### src/rtl/cit_pkg.sv
package cit_pkg;

    localparam int unsigned ADDR_W = 16;
    localparam int unsigned DATA_W = 8;
    localparam int unsigned CNT_W  = 8;
    localparam int unsigned PRE_W  = 9;

    localparam logic [ADDR_W-1:0] SEL_MASK = 16'hF00C;
    localparam logic [ADDR_W-1:0] LOAD_SEL = 16'hF000;
    localparam logic [ADDR_W-1:0] CTRL_SEL = 16'hF008;

    localparam int unsigned SHORT_PERIOD = 128;
    localparam int unsigned LONG_PERIOD  = 256;

    typedef enum logic [1:0] {
        WR_IDLE,
        WR_LOAD,
        WR_RUN,
        WR_HALT
    } wr_kind_e;

    typedef struct packed {
        wr_kind_e            kind;
        logic [DATA_W-1:0]   value;
    } wr_cmd_t;

    typedef struct packed {
        logic                run;
        logic                first;
        logic [PRE_W-1:0]    pre;
    } pre_state_t;

    typedef struct packed {
        logic [CNT_W-1:0]    cnt;
        logic                irq;
    } cnt_state_t;

    function automatic wr_kind_e classify(input logic valid,
                                          input logic [ADDR_W-1:0] addr,
                                          input logic bit0);
        wr_kind_e k;
        k = WR_IDLE;
        if (valid) begin
            if ((addr & SEL_MASK) == LOAD_SEL) begin
                k = WR_LOAD;
            end else if ((addr & SEL_MASK) == CTRL_SEL) begin
                k = bit0 ? WR_RUN : WR_HALT;
            end
        end
        return k;
    endfunction

endpackage

### src/rtl/cit_wr_decode.sv
module cit_wr_decode
    import cit_pkg::*;
(
    input  logic              wr_en,
    input  logic [ADDR_W-1:0] wr_addr,
    input  logic [DATA_W-1:0] wr_data,
    output wr_cmd_t           cmd
);

    always_comb begin
        cmd.kind  = classify(wr_en, wr_addr, wr_data[0]);
        cmd.value = wr_data;
    end

endmodule

### src/rtl/cit_prescale.sv
module cit_prescale
    import cit_pkg::*;
#(
    parameter int unsigned SHORT = SHORT_PERIOD,
    parameter int unsigned LONG  = LONG_PERIOD
) (
    input  logic       clk,
    input  logic       rst,
    input  logic       tick,
    input  logic       go,
    input  logic       halt,
    output pre_state_t st,
    output logic       step
);

    localparam logic [PRE_W-1:0] SHORT_V = PRE_W'(SHORT);
    localparam logic [PRE_W-1:0] LONG_V  = PRE_W'(LONG);

    pre_state_t       st_d;
    logic [PRE_W-1:0] period;
    logic [PRE_W-1:0] inc;

    always_comb begin
        period = st.first ? SHORT_V : LONG_V;
        inc    = st.pre + 1'b1;
        step   = st.run && tick && !halt && (inc == period);
        st_d   = st;
        if (halt) begin
            st_d.run   = 1'b0;
            st_d.first = 1'b1;
            st_d.pre   = '0;
        end else begin
            if (st.run && tick) begin
                st_d.pre = step ? (inc - period) : inc;
                if (step) begin
                    st_d.first = 1'b0;
                end
            end
            if (go) begin
                st_d.run = 1'b1;
            end
        end
    end

    always_ff @(posedge clk) begin
        if (rst) begin
            st <= '{run: 1'b0, first: 1'b1, pre: '0};
        end else begin
            st <= st_d;
        end
    end

endmodule

### src/rtl/cit_count_irq.sv
module cit_count_irq
    import cit_pkg::*;
(
    input  logic             clk,
    input  logic             rst,
    input  logic             load,
    input  logic [CNT_W-1:0] load_val,
    input  logic             halt,
    input  logic             step,
    output cnt_state_t       st
);

    cnt_state_t     st_d;
    logic [CNT_W:0] sum;

    always_comb begin
        sum  = {1'b0, st.cnt} + 1'b1;
        st_d = st;
        if (load) begin
            st_d.cnt = load_val;
            st_d.irq = 1'b0;
        end else if (halt) begin
            st_d.irq = 1'b0;
        end else if (step) begin
            st_d.cnt = sum[CNT_W-1:0];
            st_d.irq = sum[CNT_W];
        end
    end

    always_ff @(posedge clk) begin
        if (rst) begin
            st <= '{cnt: '0, irq: 1'b0};
        end else begin
            st <= st_d;
        end
    end

endmodule

### src/rtl/cpu_cycle_irq_timer.sv
module cpu_cycle_irq_timer
    import cit_pkg::*;
(
    input  logic        clk,
    input  logic        rst,
    input  logic        m2_tick,
    input  logic        wr_en,
    input  logic [15:0] wr_addr,
    input  logic [7:0]  wr_data,
    output logic        irq
);

    wr_cmd_t          cmd;
    pre_state_t       pst;
    cnt_state_t       cst;
    logic             cmd_load;
    logic             cmd_run;
    logic             cmd_halt;
    logic             step_pulse;
    logic             run_q;
    logic             first_q;
    logic [PRE_W-1:0] pre_q;
    logic [CNT_W-1:0] cnt_q;

    cit_wr_decode u_decode (
        .wr_en   (wr_en),
        .wr_addr (wr_addr),
        .wr_data (wr_data),
        .cmd     (cmd)
    );

    assign cmd_load = (cmd.kind == WR_LOAD);
    assign cmd_run  = (cmd.kind == WR_RUN);
    assign cmd_halt = (cmd.kind == WR_HALT);

    cit_prescale #(
        .SHORT (SHORT_PERIOD),
        .LONG  (LONG_PERIOD)
    ) u_prescale (
        .clk  (clk),
        .rst  (rst),
        .tick (m2_tick),
        .go   (cmd_run),
        .halt (cmd_halt),
        .st   (pst),
        .step (step_pulse)
    );

    cit_count_irq u_count (
        .clk      (clk),
        .rst      (rst),
        .load     (cmd_load),
        .load_val (cmd.value[CNT_W-1:0]),
        .halt     (cmd_halt),
        .step     (step_pulse),
        .st       (cst)
    );

    assign run_q   = pst.run;
    assign first_q = pst.first;
    assign pre_q   = pst.pre;
    assign cnt_q   = cst.cnt;
    assign irq     = cst.irq;

endmodule

### config.mk
export PLATFORM = sky130hd
export DESIGN_NAME = cpu_cycle_irq_timer
export DESIGN_NICKNAME = d
export VERILOG_FILES = /design/src/rtl/cit_pkg.sv /design/src/rtl/cit_wr_decode.sv /design/src/rtl/cit_prescale.sv /design/src/rtl/cit_count_irq.sv /design/src/rtl/cpu_cycle_irq_timer.sv
export SDC_FILE = /design/constraint.sdc
export NUM_CORES = 1
export LEC_CHECK = 0
export ABC_AREA = 1
export BUFFER_PORTS_ARGS = -buffer_cell sky130_fd_sc_hd__buf_2
export CAP_MARGIN = 10
export CORE_MARGIN = 5
export CORE_UTILIZATION = 55
export CTS_CLUSTER_DIAMETER = 50
export DETAILED_ROUTE_END_ITERATION = 10
export PLACE_DENSITY = 0.8
export SYNTH_ARGS = -nofsm -noshare
export SYNTH_HDL_FRONTEND = slang
export SYNTH_SLANG_ARGS = --single-unit
export TNS_END_PERCENT = 100
### constraint.sdc
create_clock -name clk -period 6.45 [get_ports clk]
set_input_delay 1.29 -clock clk [delete_from_list [all_inputs] [get_ports clk]]
set_output_delay 1.29 -clock clk [all_outputs]
set_load 0.05 [all_outputs]
==> results of run 1 <==
## state kept, by name, summed over array words and instances, names as in the netlist
signal and flops:
u_count.st 9, u_prescale.st 11
## power by group through the flow
stage | combinational (mW) | sequential (mW) | clock, mW
2_1_floorplan | 0.00561 | 0.127 | 0
3_5_place_dp | 0.0120 | 0.128 | 0
4_1_cts | 0.0120 | 0.125 | 0.0788
6_report | 0.0120 | 0.125 | 0.0754
3_3_place_gp | 0.0119 | 0.127 | 0
5_1_grt | 0.0136 | 0.125 | 0.0845
## per-stage QoR
stage	util	total power, mW	worst slack [ns]	hold slack, ns	area (sq um)
final	0.628	0.212	3.83	0.492	1540
after global routing	0.628	0.223	3.54	0.506	1540
after CTS	0.628	0.216	3.83	0.494	1540
after detailed placement	0.613	0.139	3.51	0.475	1510
after global placement	0.613	0.139	3.52	0.472	1510
after floorplan	-	0.133	3.98	0.451	1400
## worst paths after layout
kind | from | end | slack, ns | cells past startpoint
max | m2_tick | u_count.st[6]$_SDFFE_PP0P_ | 3.83 | 12
min | u_prescale.st[7]$_SDFFE_PP0P_ | u_prescale.st[7]$_SDFFE_PP0P_ | 0.49 | 2
max reg2reg | u_prescale.st[2]$_SDFFE_PP0P_ | u_count.st[6]$_SDFFE_PP0P_ | 3.86 | 15
min reg2reg | u_prescale.st[7]$_SDFFE_PP0P_ | u_prescale.st[7]$_SDFFE_PP0P_ | 0.49 | 2
## final cells by class
| class | instances | area, sq um |
|---|---|---|
| Timing Repair Buffer | 18 | 90.1 |
| Clock buffer | 4 | 36.3 |
| Inverter | 31 | 116 |
| Sequential cell | 20 | 400 |
| Fill cell | 238 | 913 |
| Tap cell | 30 | 37.5 |
| Multi-Input combinational cell | 170 | 861 |
## per-layer routing
layer | up-vias | global-route usage | wire length, um
met5 | - | 0 | 0
met4 | 0 | 0.0665 | 25
met3 | 3 | 0.0255 | 52
met2 | 11 | 0.324 | 1420
met1 | 597 | 0.219 | 1400
li1 | 747 | - | -
## critical path, cell delays in order
cell     delay (ns)
buf_2          0.07
nand2_1        0.17
inv_1          0.34
nand2_2        0.11
nor2_4         0.11
nand2_2        0.07
nor2_4         0.12
nand3_4        0.14
nand2_4        0.17
nand2_1        0.07
nor2_1         0.11
nor2_1         0.05
## cell families after synthesis
logic type	after synthesis	share of synthesized area
AOI/OAI and AO/OA	25	0.0932
xor gates and xnor gates	4	0.0251
adders and majority gates	4	0.0358
buffers and inverters	33	0.0968
DFF	20	0.287
and+or+nand+nor	137	0.462
## synth_stat cells (all sizes together)
master   n  area share
a21oi   13       0.047
nor2    37        0.12
nand4    5       0.022
nand3   24       0.099
o21ai   10       0.036
nor4     1      0.0045
nand3b   1      0.0054
or2      1      0.0045
ha       4       0.036
o21bai   1      0.0054
nand2   66        0.20
buf      1       0.011
xor2     3       0.019
inv     31       0.083
a211oi   1      0.0054
dfxtp   20        0.29
nor3     2      0.0072
clkbuf   1      0.0027
xnor2    1      0.0063
==> results.md, run 1 <==
- Iteration-0 DRC Markers: 79
- Gr usage total: 0.181
- CTS Buf Count: 3
- Setup Buffers After CTS: 0
- Worst hold path type: flip-flop to flip-flop
- Switching Fraction: 0.227
- Clk sink count: 20
- Placed cell count: 269
- Initial antenna violation count: 0
- CP max FO: 12
- Global-route wire length before repair: 5.08 mm
- Syn avg cell area: 6.26 sq um
- Hpwl dp: 2.26 mm
- Leakage: 0.721 nW
- Worst-Skew Late Latency: 0.31 ns
- Final WL: 2.90 mm
- Post-synthesis register bit count: 20
- Syn_nets: 255
- Power share of the clock group: 0.355
- Fin crit share: 0.406
- Slew HR: 0.767
- Worst-path clk slew: 0.12 ns
- Reg power frac: 0.588
- Internal: 0.164 mW
- Pwr/cell area: 138 nW/um^2
- Crit Path Class: input pin to flip-flop
- Area grow syn2layout: 10.4%
- Die area: 3650 sq um
- Initial Util: 0.569
- Layout Nets: 276
- Die Wd: 60.4 um
- Minimum clock period: 2.62 ns
- Via Count: 1358
- Die Height: 60.4 um
- Unrepaired setup endpoints after global routing: no
- Slew at the pin with the worst max-slew slack: 0.349 ns
- Max-slew violations: 0
- Share of post-route cells with drive strength above 1: 0.169
- Outcome: complete, no violations
- Detailed Routing Iterations Pass 1: 4
- Crit start category: input pin
- Syn Inst Count: 223
- Number of global-route vias before repair: 1275
- Synth Cell Area: 1400 sq um
- Hold buffer count at CTS: 0
- # setup viols final: 0
- Cts repair resizes: 0
- Peak VDD IR: 0.124 mV
- Htree depth: 1
- Row cnt: 18
- Clock skew: 0.00105 ns
- Critical Path Sink Type: flip-flop
- Final Hold Viols: 0
- Grt ovf: 0
- Most frequent cells in the layout: nand2_1, inv_1, nor2_1
- IO Port Bufs: 18
- Post-route ant nets: 0
- Core ar.: 2450 sq um
- Required time worst endpoint: 6.67 ns
- CTS tree: done
- Net Switching: 0.0481 mW
- Achievable Freq: 382 MHz
- I/O Pins: 29
- Final non-filler cell total: 273
- Post-DR vias/cell: 4.97
- Sequential fraction of the synthesis area: 0.287
- WP data arrival: 2.84 ns
- Root buffer cell: clkbuf_4
- Synth Warn #: 0
- DRC viols: 0
- Diode count: 0
- Logic pwr share: 0.057
- WL/cell: 10.6 um
- Placer Congestion: 0.928
- Max Cap Viol: 0
- Commonest non-fill, non-tap cell in the layout: nand2_1
- Yosys cell types: 26
- Setup TNS: 0 ns
- Largest net degree at the start of global routing: 13
- Buffer depth of the longest clock path: 2
Power figures use the tool's default switching activity.
==> run 2, diff against run 1 <==
CORE_UTILIZATION = 54   (was 55)
PLACE_DENSITY = 0.79   (was 0.8)
clock period = 2.6 ns   (was 6.45 ns; I/O delays follow)
==> run 2 against run 1 <==
  * Final cell count grew 1.1%
  * Count of clock-buffer cells in the layout fell by 1
  * Die area rose by 1.5%
  * Worst hold slack got worse by 0.12 ns
  * Sequential power grew 150%
  * Cell area is 3.6% higher
  * Critical endpoint is now u_count.st[3]$_SDFFE_PP0P_
  * Flip-flop and latch count unchanged
  * Clock skew rose by 0.0047 ns
==> results.md, run 2 (synthesis results as in run 1) <==
- Die Wd: 60.9 um
- Core ar.: 2480 sq um
- Leakage: 0.746 nW
- Required time worst endpoint: 2.81 ns
- Slew HR: 0.771
- Worst hold slack: 0.376 ns
- Largest net degree at the start of global routing: 13
- Layout Nets: 279
- Max-slew violations: 0
- Achievable Freq: 431 MHz
- Gr usage total: 0.180
- Number of global-route vias before repair: 1269
- Initial antenna violation count: 0
- # setup viols final: 0
- Minimum clock period: 2.32 ns
- Worst R2R Setup Slack: 0.28 ns
- Commonest non-fill, non-tap cell in the layout: nand2_1
- Diode count: 0
- Outcome: complete, no violations
- CP max FO: 12
- Hpwl dp: 2.30 mm
- Start point of the worst hold path: rst
- Final WL: 2.93 mm
- Pwr/cell area: 376 nW/um^2
- Setup Buffers After CTS: 0
- Worst-path clk slew: 0.12 ns
- Die area: 3700 sq um
- Slew at the pin with the worst max-slew slack: 0.343 ns
- Share of post-route cells with drive strength above 1: 0.195
- Buffer depth of the longest clock path: 2
- Clock skew: 0.00576 ns
- Unrepaired setup endpoints after global routing: no
- Setup TNS: 0 ns
- Area grow syn2layout: 14.3%
- Global-route wire length before repair: 5.11 mm
- Post-route ant nets: 0
- Initial Util: 0.564
- Max Cap Viol: 0
- Crit Path Class: flip-flop to flip-flop
- I/O Pins: 29
- WL/cell: 10.6 um
- Reg2Reg Depth: 15
- Critical Path Sink Type: flip-flop
- FF-to-FF End: u_count.st[3]$_SDFFE_PP0P_
- Final Hold Viols: 0
- Hold Path End: u_count.st[0]$_SDFFE_PP0P_
- Htree depth: 1
- Fin crit share: 0.892
- Row cnt: 18
- Most flops, register: u_prescale.st
- Crit start category: flip-flop
- CTS tree: done
- DRC viols: 0
- Iteration-0 DRC Markers: 111
- Cts repair resizes: 0
- Reg-to-reg startpoint: u_prescale.st[3]$_SDFFE_PP0P_
- Peak VDD IR: 0.301 mV
- Root buffer cell: clkbuf_4
- Via Count: 1403
- Post-DR vias/cell: 5.08
- Detailed Routing Iterations Pass 1: 4
- Hold buffer count at CTS: 0
- Cell count of the worst hold path: 2
- WP data arrival: 2.53 ns
- Largest registers: u_prescale.st (11), u_count.st (9)
- CTS Buf Count: 3
- Grt ovf: 0
- Die Height: 60.9 um
- Worst hold path type: input pin to flip-flop
- Placer Congestion: 0.847
- Max reg flops: 11
- Most frequent cells in the layout: nand2_1, inv_1, nor2_1
- Clk sink count: 20
- IO Port Bufs: 18
- Worst-Skew Late Latency: 0.31 ns
==> run 2: layout make-up <==
cell class                 instances  area, sq um
timing repair buffer              21          113
inverter                          31          116
multi-input combinational        170          875
sequential                        20          403
fill                             259          881
clock inverter                     1         30.0
clock buffer                       3         22.5
tap                               30         37.5
==> run 2: per-layer routing <==
metal,vias up,track usage,wire length (um)
met5,-,0,0
met4,0,0.0650,18
met3,2,0.0255,64
met2,14,0.337,1490
met1,629,0.206,1360
li1,758,-,-
==> run 2: metrics by stage <==
step / cells / instance area (sq um) / util / power, mW / setup WS, ns
6_report: 276 / 1600 / 0.644 / 0.600 / 0.281
5_1_grt: 276 / 1600 / 0.644 / 0.627 / 0.0165
4_1_cts: 276 / 1580 / 0.638 / 0.606 / 0.123
3_5_place_dp: 272 / 1530 / 0.617 / 0.346 / 0.155
3_3_place_gp: 272 / 1530 / 0.617 / 0.346 / 0.173
2_1_floorplan: 223 / 1400 / - / 0.330 / 0.330
==> run 2: worst max path at each step <==
stage / end / startpoint / depth (start not counted)
after global placement: u_count.st[1]$_SDFFE_PP0P_ / u_prescale.st[3]$_SDFFE_PP0P_ / 15
after CTS: u_count.st[3]$_SDFFE_PP0P_ / u_prescale.st[3]$_SDFFE_PP0P_ / 15
after detailed placement: u_count.st[1]$_SDFFE_PP0P_ / u_prescale.st[3]$_SDFFE_PP0P_ / 15
after floorplan: u_count.st[3]$_SDFFE_PP0P_ / u_prescale.st[2]$_SDFFE_PP0P_ / 16
after global routing: u_count.st[7]$_SDFFE_PP0P_ / u_prescale.st[2]$_SDFFE_PP0P_ / 15
final: u_count.st[3]$_SDFFE_PP0P_ / u_prescale.st[3]$_SDFFE_PP0P_ / 15
==> run 2: power breakdown <==
part / switching, mW / total [mW] / internal, mW
combinational: 0.0166 / 0.0305 / 0.0139
clock: 0.104 / 0.260 / 0.156
sequential: 0.00140 / 0.309 / 0.308
total: 0.122 / 0.600 / 0.478
==> run 2: critical path, stage by stage (launching register included) <==
cell and delay (ns):
dfxtp_2 0.37, inv_1 0.09, nor2_2 0.15, nand3_1 0.10
xor2_1 0.18, inv_1 0.07, ha_1 0.28, nand2_1 0.06
nor2_2 0.13, nand3_2 0.12, nor2_4 0.16, nand3_4 0.14
nand2_8 0.14, nand2_2 0.05, a21oi_1 0.11, nor2_1 0.05
==> run 3, diff against run 2 <==
ABC_AREA = not set   (was 1)
CORE_UTILIZATION = 53   (was 54)
PLACE_DENSITY = 0.78   (was 0.79)
==> run 3 against run 2 <==
  * First-iteration DRC count fell by 85%
  * Largest power group unchanged
  * Clock skew up 0.0049 ns
  * Worst hold slack gained 0.039 ns
  * Sequential share of layout area increased by 1.1 points
  * Fmax down 3.2%
  * Count of clock-buffer cells in the layout unchanged
  * Final cell count shrank 26%
  * Register-to-register slack worse by 0.08 ns
==> results.md, run 3 <==
- Max Cap Viol: 0
- Hpwl dp: 2.09 mm
- Global-route wire length before repair: 4.81 mm
- Post-synth EDFFs: 0
- Synth top area share: 0.309
- Share of post-route cells with drive strength above 1: 0.312
- Area leader, netlist: dfxtp_1
- Clock skew: 0.0107 ns
- CTS Buf Count: 3
- Die Height: 59.5 um
- Reg2Reg Depth: 11
- Die area: 3540 sq um
- Net Switching: 0.110 mW
- Synth Cell Area: 1300 sq um
- Worst hold path type: input pin to flip-flop
- Yosys cell types: 42
- Required time worst endpoint: 2.84 ns
- Largest net degree at the start of global routing: 14
- Peak VDD IR: 0.246 mV
- Count leader, synth: dfxtp_1
- Largest registers: u_prescale.st (11), u_count.st (9)
- Slew HR: 0.655
- Reg power frac: 0.636
- Final WL: 2.67 mm
- FF/Latch Area: 400 sq um
- Worst path depth: 11
- Reg-to-reg startpoint: u_prescale.st[0]$_SDFFE_PP0P_
- Root buffer cell: clkbuf_4
- Setup TNS: 0 ns
- Gr usage total: 0.179
- CP max FO: 8
- Via Count: 1129
- Most frequent cells in the layout: dfxtp_1, nand2_1, nor2_1, buf_2, xnor2_1
- Initial antenna violation count: 0
- Internal: 0.375 mW
- Sequential fraction of the synthesis area: 0.309
- Post-route ant nets: 0
- Synth Warn #: 0
- IO Port Bufs: 18
- Crit-path cells: nand2_1 > nor3_2 > xnor2_1 > ha_1 > nand2_1 > a2111oi_4 > nand3_4 > buf_4 > nor4_2 > xnor2_1 > a211oi_1
- # setup viols final: 0
- Syn avg cell area: 8.95 sq um
- CP startpoint: u_prescale.st[0]$_SDFFE_PP0P_
- Diode count: 0
- Crit start category: flip-flop
- Achievable Freq: 417 MHz
- Critical path buffers and inverters: 1
- Minimum clock period: 2.40 ns
- Pwr/cell area: 319 nW/um^2
- Iteration-0 DRC Markers: 17
- Post-DR vias/cell: 5.56
- Crit Path Class: flip-flop to flip-flop
- Fillers: 208
- Leakage: 0.512 nW
- Area grow syn2layout: 17.2%
- Fin util: 0.631
- Multi-input logic area: 868 sq um
- Slowest cell on crit path: dfxtp_1
- Initial Util: 0.538
- Power share of the clock group: 0.307
- WL/cell: 13.2 um
- Max-slew violations: 0
- Fin crit share: 0.921
- Slew at the pin with the worst max-slew slack: 0.517 ns
- DRC viols: 0
- Worst Setup EP: u_count.st[3]$_SDFFE_PP0P_
- Placer Congestion: 0.835
- Post-synthesis register bit count: 20
- Outcome: complete, no violations
- Syn Inst Count: 145
- Unrepaired setup endpoints after global routing: no
- Commonest non-fill, non-tap cell in the layout: dfxtp_1
- Critical Path Sink Type: flip-flop
- WP data arrival: 2.63 ns
- Max reg flops: 11
- Htree depth: 1
- CP max stage delay: 0.35 ns
- Row cnt: 18
- Final Hold Viols: 0
- Logic pwr share: 0.057
- Worst-Skew Late Latency: 0.31 ns
- Buffer depth of the longest clock path: 2
- Start point of the worst hold path: wr_data[7]
- I/O Pins: 29
- Number of global-route vias before repair: 1133
- Detailed Routing Iterations Pass 1: 6
- Most flops, register: u_prescale.st
- Synth area leaders: dfxtp_1, xnor2_1, nand2_1, nor2_1, ha_1
- Grt ovf: 0
- FFs w/ async S/R, synth: 0
- Family with the most delay on the worst path: simple AND/OR/NAND/NOR gates
- Syn_nets: 177
- Worst R2R Setup Slack: 0.20 ns
- CTS tree: done
- Die Wd: 59.5 um
- FF-to-FF End: u_count.st[3]$_SDFFE_PP0P_
- Layout Nets: 207
- Clk sink count: 20
- Synth top cells by count: dfxtp_1, nand2_1, nor2_1
- Worst-path clk slew: 0.11 ns
- Core ar.: 2410 sq um
- Most common flop cell mapped by yosys: dfxtp_1
- Switching Fraction: 0.227
[run 3: changes by cell type after synthesis, sizes merged, moves of 9 or more]
cell	before	now
xnor2	1	13
inv	31	3
nand3	24	7
nor2	37	19
nand2	66	19
a21oi	13	4
[run 3: area by class of cell]
| cell class | instances | share of cell area |
|---|---|---|
| multi-input cells | 117 | 0.571 |
| inverters | 3 | 0.00741 |
| flip-flops and latches | 20 | 0.263 |
| well taps | 30 | 0.0247 |
| repair buffers | 30 | 0.119 |
| clock buffers | 3 | 0.0148 |
[run 3: metrics by stage]
| stage | hold WS (ns) | worst slack, ns | power, mW | area, sq um | instances |
|---|---|---|---|---|---|
| floorplan | 0.437 | 0.0703 | 0.325 | 1300 | 145 |
| global placement | 0.454 | 0.0697 | 0.342 | 1480 | 198 |
| detailed placement | 0.477 | 0.00573 | 0.343 | 1480 | 198 |
| CTS | 0.411 | 0.0235 | 0.490 | 1520 | 203 |
| global route | 0.414 | 0.0181 | 0.508 | 1520 | 203 |
| finish | 0.415 | 0.204 | 0.485 | 1520 | 203 |
[run 3: how the worst min path moves through the flow]
stage                                     end  slack (ns)  cells past startpoint
6_report           u_count.st[8]$_SDFFE_PP0P_        0.41                      3
5_1_grt            u_count.st[6]$_SDFFE_PP0P_        0.41                      3
4_1_cts            u_count.st[8]$_SDFFE_PP0P_        0.41                      3
3_5_place_dp   u_prescale.st[10]$_SDFFE_PP0N_        0.48                      2
3_3_place_gp   u_prescale.st[10]$_SDFFE_PP0N_        0.45                      2
2_1_floorplan  u_prescale.st[10]$_SDFFE_PP0N_        0.44                      2
[run 3: repair_timing]
item | CTS | global route
pin swaps | 2 | 2
resized for setup | 1 | 0
setup buffers | 2 | 0
hold buffers | 0 | 0
setup endpoints to repair | 1 | 9
[run 3: power by group through the flow]
stage	clock, mW	sequential, mW	combinational, mW
2_1_floorplan	0	0.315	0.0101
3_3_place_gp	0	0.315	0.0267
3_5_place_dp	0	0.315	0.0278
4_1_cts	0.154	0.308	0.0279
5_1_grt	0.169	0.308	0.0303
6_report	0.149	0.308	0.0278
[run 3: kinds of logic (layout without fill, tap and decap cells)]
logic type	count (synthesis)	count (layout)	synth area share
DFF	20	20	0.309
AOI/OAI and AO/OA	23	23	0.174
buffers and inverters	8	36	0.0260
muxes	2	2	0.0164
adders and majority gates	4	4	0.0386
xor gates and xnor gates	17	17	0.115
and+or+nand+nor	71	71	0.322
[run 3: routing by layer]
| metal | part of all wire | routed length (um) | track usage |
|---|---|---|---|
| met5 | 0 | 0 | 0 |
| met4 | 0.023 | 62 | 0.0971 |
| met3 | 0.043 | 115 | 0.0392 |
| met2 | 0.48 | 1270 | 0.304 |
| met1 | 0.46 | 1220 | 0.207 |
[run 3: worst reg2reg max path: cells and delay by family (launching register included)]
family                   cells  cell delay, ns
AND/OR/NAND/NOR              5            0.80
buffers and inverters        1            0.19
flip-flops                   1            0.35
AO/OA/AOI/OAI                2            0.50
adder cells (fa/ha/maj)      1            0.29
XOR/XNOR                     2            0.22
